==> src/rtl/clkgen_pkg.sv <==
package clkgen_pkg;
  typedef enum logic {
    STEP_MANUAL = 1'b0,
    STEP_AUTO   = 1'b1
  } step_mode_e;
endpackage

==> src/rtl/clkgen_divider.sv <==
// Free-running counter; tick marks the last cycle of each 2^k period.
module clkgen_divider #(
  parameter int CNT_W = 32,
  parameter int DIV_W = 24,
  parameter int TAP_W = 5
) (
  input  logic             clk,
  input  logic             rst,
  input  logic [TAP_W-1:0] tap_sel,
  output logic [CNT_W-1:0] count,
  output logic             tick
);
  logic [DIV_W-1:0] watch;

  // Bit i takes part in the compare when i < k; larger k saturates at DIV_W.
  for (genvar i = 0; i < DIV_W; i++) begin : g_watch
    assign watch[i] = (32'(tap_sel) > 32'(i));
  end

  always_ff @(posedge clk) begin
    if (rst) count <= '0;
    else     count <= count + 1'b1;
  end

  assign tick = &(count[DIV_W-1:0] | ~watch);
endmodule

==> src/rtl/clkgen_debounce.sv <==
// Two-flop synchronizer, dwell counter and rising-edge detect.
module clkgen_debounce #(
  parameter int DEB_W = 16
) (
  input  logic clk,
  input  logic rst,
  input  logic btn,
  output logic press
);
  localparam logic [DEB_W-1:0] DWELL_MAX = '1;

  logic [1:0]       sync;
  logic             level;
  logic             level_d;
  logic [DEB_W-1:0] dwell;

  always_ff @(posedge clk) begin
    if (rst) begin
      sync    <= '0;
      level   <= 1'b0;
      level_d <= 1'b0;
      dwell   <= '0;
    end else begin
      sync    <= {sync[0], btn};
      level_d <= level;
      if (sync[1] != level) begin
        if (dwell == DWELL_MAX) begin
          level <= sync[1];
          dwell <= '0;
        end else begin
          dwell <= dwell + 1'b1;
        end
      end else begin
        dwell <= '0;
      end
    end
  end

  assign press = level & ~level_d;
endmodule

==> src/rtl/clkgen_rdport.sv <==
// Split read of the counter; the high half is captured with the low read.
module clkgen_rdport #(
  parameter int CNT_W  = 32,
  parameter int HALF_W = CNT_W / 2
) (
  input  logic              clk,
  input  logic              rst,
  input  logic [CNT_W-1:0]  count,
  input  logic              rd_lo,
  input  logic              rd_hi,
  output logic [HALF_W-1:0] word_lo,
  output logic [HALF_W-1:0] word_hi
);
  logic [HALF_W-1:0] held_hi;

  always_ff @(posedge clk) begin
    if (rst) begin
      word_lo <= '0;
      word_hi <= '0;
      held_hi <= '0;
    end else begin
      if (rd_lo) begin
        word_lo <= count[HALF_W-1:0];
        held_hi <= count[CNT_W-1:HALF_W];
      end
      if (rd_hi) word_hi <= held_hi;
    end
  end
endmodule

==> src/rtl/clkgen_timer.sv <==
module clkgen_timer
  import clkgen_pkg::*;
#(
  parameter int CNT_W = 32,
  parameter int DIV_W = 24,
  parameter int TAP_W = 5,
  parameter int DEB_W = 16,
  localparam int HALF_W = CNT_W / 2
) (
  input  logic              clk_ref,
  input  logic              rst,
  input  logic              auto_mode,
  input  logic [TAP_W-1:0]  tap_sel,
  input  logic              step_btn,
  input  logic              halt,
  input  logic              rd_lo,
  input  logic              rd_hi,
  output logic              cpu_en,
  output logic [HALF_W-1:0] tmr_lo,
  output logic [HALF_W-1:0] tmr_hi
);
  step_mode_e       mode;
  logic [CNT_W-1:0] count;
  logic             tick;
  logic             press;

  assign mode = step_mode_e'(auto_mode);

  clkgen_divider #(.CNT_W(CNT_W), .DIV_W(DIV_W), .TAP_W(TAP_W)) u_div (
    .clk(clk_ref), .rst(rst), .tap_sel(tap_sel), .count(count), .tick(tick)
  );

  clkgen_debounce #(.DEB_W(DEB_W)) u_deb (
    .clk(clk_ref), .rst(rst), .btn(step_btn), .press(press)
  );

  clkgen_rdport #(.CNT_W(CNT_W), .HALF_W(HALF_W)) u_rd (
    .clk(clk_ref), .rst(rst), .count(count), .rd_lo(rd_lo), .rd_hi(rd_hi),
    .word_lo(tmr_lo), .word_hi(tmr_hi)
  );

  always_ff @(posedge clk_ref) begin
    if (rst) cpu_en <= 1'b0;
    else     cpu_en <= !halt && ((mode == STEP_AUTO) ? tick : press);
  end
endmodule

==> config.mk <==
export PLATFORM = sky130hd
export DESIGN_NAME = clkgen_timer
export DESIGN_NICKNAME = d
export VERILOG_FILES = /design/src/rtl/clkgen_pkg.sv /design/src/rtl/clkgen_divider.sv /design/src/rtl/clkgen_debounce.sv /design/src/rtl/clkgen_rdport.sv /design/src/rtl/clkgen_timer.sv
export SDC_FILE = /design/constraint.sdc
export NUM_CORES = 1
export LEC_CHECK = 0
export BUFFER_PORTS_ARGS = -buffer_cell sky130_fd_sc_hd__buf_2
export CAP_MARGIN = 10
export CORE_MARGIN = 2
export CORE_UTILIZATION = 35
export CTS_BUF_LIST = sky130_fd_sc_hd__clkbuf_4 sky130_fd_sc_hd__clkbuf_8
export CTS_CLUSTER_DIAMETER = 60
export CTS_CLUSTER_SIZE = 25
export DETAILED_ROUTE_END_ITERATION = 10
export GPL_TIMING_DRIVEN = 1
export SLEW_MARGIN = 20
export SYNTH_ARGS = -nofsm -noshare
export SYNTH_HDL_FRONTEND = slang
export SYNTH_SLANG_ARGS = --single-unit
==> constraint.sdc <==
create_clock -name clk_ref -period 2.4 [get_ports clk_ref]
set_clock_uncertainty 0.1 [all_clocks]
set_input_delay 0.12 -clock clk_ref [delete_from_list [all_inputs] [get_ports clk_ref]]
set_output_delay 0.12 -clock clk_ref [all_outputs]
set_load 0.03 [all_outputs]
==> reports/qor.yml <==
status:
  outcome: "complete, but fails checks"
  violations: "DRC, hold timing"
synthesis:
  synthCells: 450
  synth-main-ff-cell: "dfxtp_1"
  synth_area_um2: 4160
  synth_enable_flop_cells: 0
  syn_area_per_cell_um2: 9.23
  yosys-top-cells-area: "dfxtp_1 49%, mux2i_1 12%, nor2_1 9.7%"
  async_flop_share: 0
  seq_area_frac_synth: 0.487
  synthesis.nets: 464
  synth_seq_cells: 101
  synth_area_leader_cell: "dfxtp_1"
  synth_top_area_frac: 0.487
  ys_warn_count: 0
  synth.distinct_cells: 41
clock_network:
  cts_tree: "done"
  clock-sinks: 101
  clk_latency_ns: 0.36
  numCtsBuffers: 9
  cts.clk_slew.worst_paths_ns: 0.10
  cts_root_buf: "clkbuf_8"
  cts_setup_buffers: 0
  clk_path_buf_depth: 2
  htree_levels: 3
route:
  routed_wl_um: 8200
  antenna_left: 0
  dr.first_iter.drc_count: 111
  wire_per_inst_um: 12.9
  firstDrtPassIters: 7
  via_count: 3084
  drcViolationCount: 2
  viasPerCell: 4.86
global_route:
  track_usage: 0.133
  grt_pass1_vias: 2895
  grt_max_degree: 49
  grt_pass1_wl_um: 13900
  gr-total-overflow: 0
  antenna_found_initial: 0
layout:
  layout_commonest_cell: "nor2_1"
  fin_area_um2: 4700
  nets: 501
  final_cell_mix: "107 x nor2_1, 101 x dfxtp_1, 49 x mux2i_1"
  drive_above_1_share: 0.144
  regArea_um2: 2020
  n_antenna_cell: 0
  synthToLayoutAreaGrowth_pct: 13.1
  multi_input_area_um2: 1990
  fill_cells: 1157
sta:
  timing.fmax_mhz: 500
  rsz0062_at_grt: "no"
  fin_setup_tns_ns: 0
  holdWs_ns: -0.0103
  worst_slew_pin_slew_ns: 0.568
  slew_headroom: 0.621
  post-route-min-period_ns: 2.00
  min_period_over_period: 0.833
  drv_slew: 0
  hold_viol_final: 1
  setup_viol: 0
critical_path:
  crit_cells: 7
  cp_cell_sequence: "ha_1 > nand2_1 > nor3_4 > and2_1 > and4_1 > xnor2_1 > nor2_1"
  cp_num_buf_inv: 0
  end_kind: "flop"
  critPathKind: "flop to flop"
  worstReg2RegStart: "u_div.count[1]"
  r2r.worst_path.cells: 7
  setup.worst_path.start: "u_div.count[1]"
  start_kind: "flop"
  crit_slowest_cell: "dfxtp_1"
  cp.arrival_ns: 2.14
  crit_family: "simple AND/OR/NAND/NOR gates"
  cp_slowest_stage_delay_ns: 0.43
  path_max_fanout: 7
  crit_required_ns: 2.54
die:
  initial_core_util: 0.361
  rows: 39
  fp.dieW_um: 113
  die_area_um2: 12800
  fp.dieH_um: 113
  core-area_um2: 11500
  io_pins: 45
hold_path:
  min_path_type: "input port to flop"
  min-delay-start: "auto_mode"
  whs_path_depth: 4
placed_design:
  place_area_um2: 4460
  place_congestion: 0.810
  port_buffers: 44
  dpl.hpwl_um: 5800
run:
  maxCapViolations: 0
power_and_ir_drop:
  ir_drop_mv: 0.363
  cellLeakagePower_nw: 1.99
  p_per_area_nw_per_um2: 635
## worst min-delay path: stages
cell and delay (ns):
buf_2 0.10, nor3_1 0.05, nand2_1 0.05, o21ai_0 0.08
## logic make-up after synthesis
| family | count (synthesis) | synth area share |
|---|---|---|
| simple gates | 190 | 0.217 |
| flops | 101 | 0.487 |
| fa+ha+maj | 2 | 0.00602 |
| compound gates | 36 | 0.0500 |
| xor+xnor | 42 | 0.0885 |
| buf+inv | 30 | 0.0340 |
| mux | 49 | 0.118 |
## cell usage after synthesis, types with 2 or more instances
library cell and n:
and3_1 8, nand2_1 20, o21ai_0 17, buf_2 5, a21oi_1 11, nor3_4 2, buf_1 2, and2_1 2
inv_1 7, nand3_1 19, ha_1 2, xnor2_1 14, clkbuf_1 13, xor2_1 28, mux2i_1 49, nor3_1 4
nor2b_1 5, and4_1 6, or3_1 2, nor2_1 107, dfxtp_1 101, nand4_1 7
## stage by stage
step	hold slack (ns)	utilization	power, mW	setup slack, ns	cells
final	-0.0103	0.408	2.98	0.401	635
after global routing	0.0229	0.408	3.11	0.214	635
after CTS	0.00319	0.408	3.02	0.377	635
after detailed placement	0.243	0.387	1.86	0.387	617
after global placement	0.243	0.387	1.86	0.449	617
after floorplan	0.103	-	1.83	0.640	450
## layout make-up
class                      count  share of cell area
inverter                       7             0.00559
sequential                   101               0.430
timing repair buffer          49              0.0559
tap                          143              0.0381
clock inverter                 6              0.0186
multi-input combinational    319               0.424
clock buffer                  10              0.0279
## worst paths after layout
path	slack, ns	to
min	-0.01	cpu_en
max reg2reg	0.40	u_div.count[26]
max	0.40	u_div.count[26]
min reg2reg	0.35	u_deb.sync[1]
## flip-flops by register name (all words and copies together) (netlist names)
name           flops
u_rd.held_hi      16
u_deb.dwell       16
cpu_en             1
u_div.count       32
u_deb.sync         2
u_rd.word_hi      16
u_rd.word_lo      16
u_deb.level_d      1
u_deb.level        1
## metal layers
metal	vias to the layer above	track usage	routed length, um
met5	-	0	0
met4	0	0.0480	116
met3	9	0.0343	222
met2	40	0.207	3700
met1	1445	0.179	4160
li1	1590	-	-
## power by group
part	internal, mW	switching [mW]
Sequential	1.68	0.00906
Combinational	0.0464	0.0806
Clock	0.599	0.565
Total	2.33	0.654
## what timing repair did
item	CTS	global route
endpoints found under the hold margin	2	0
resized for setup	0	0
hold buffers	2	0
Note: power is estimated with default switching activity, not from simulation.
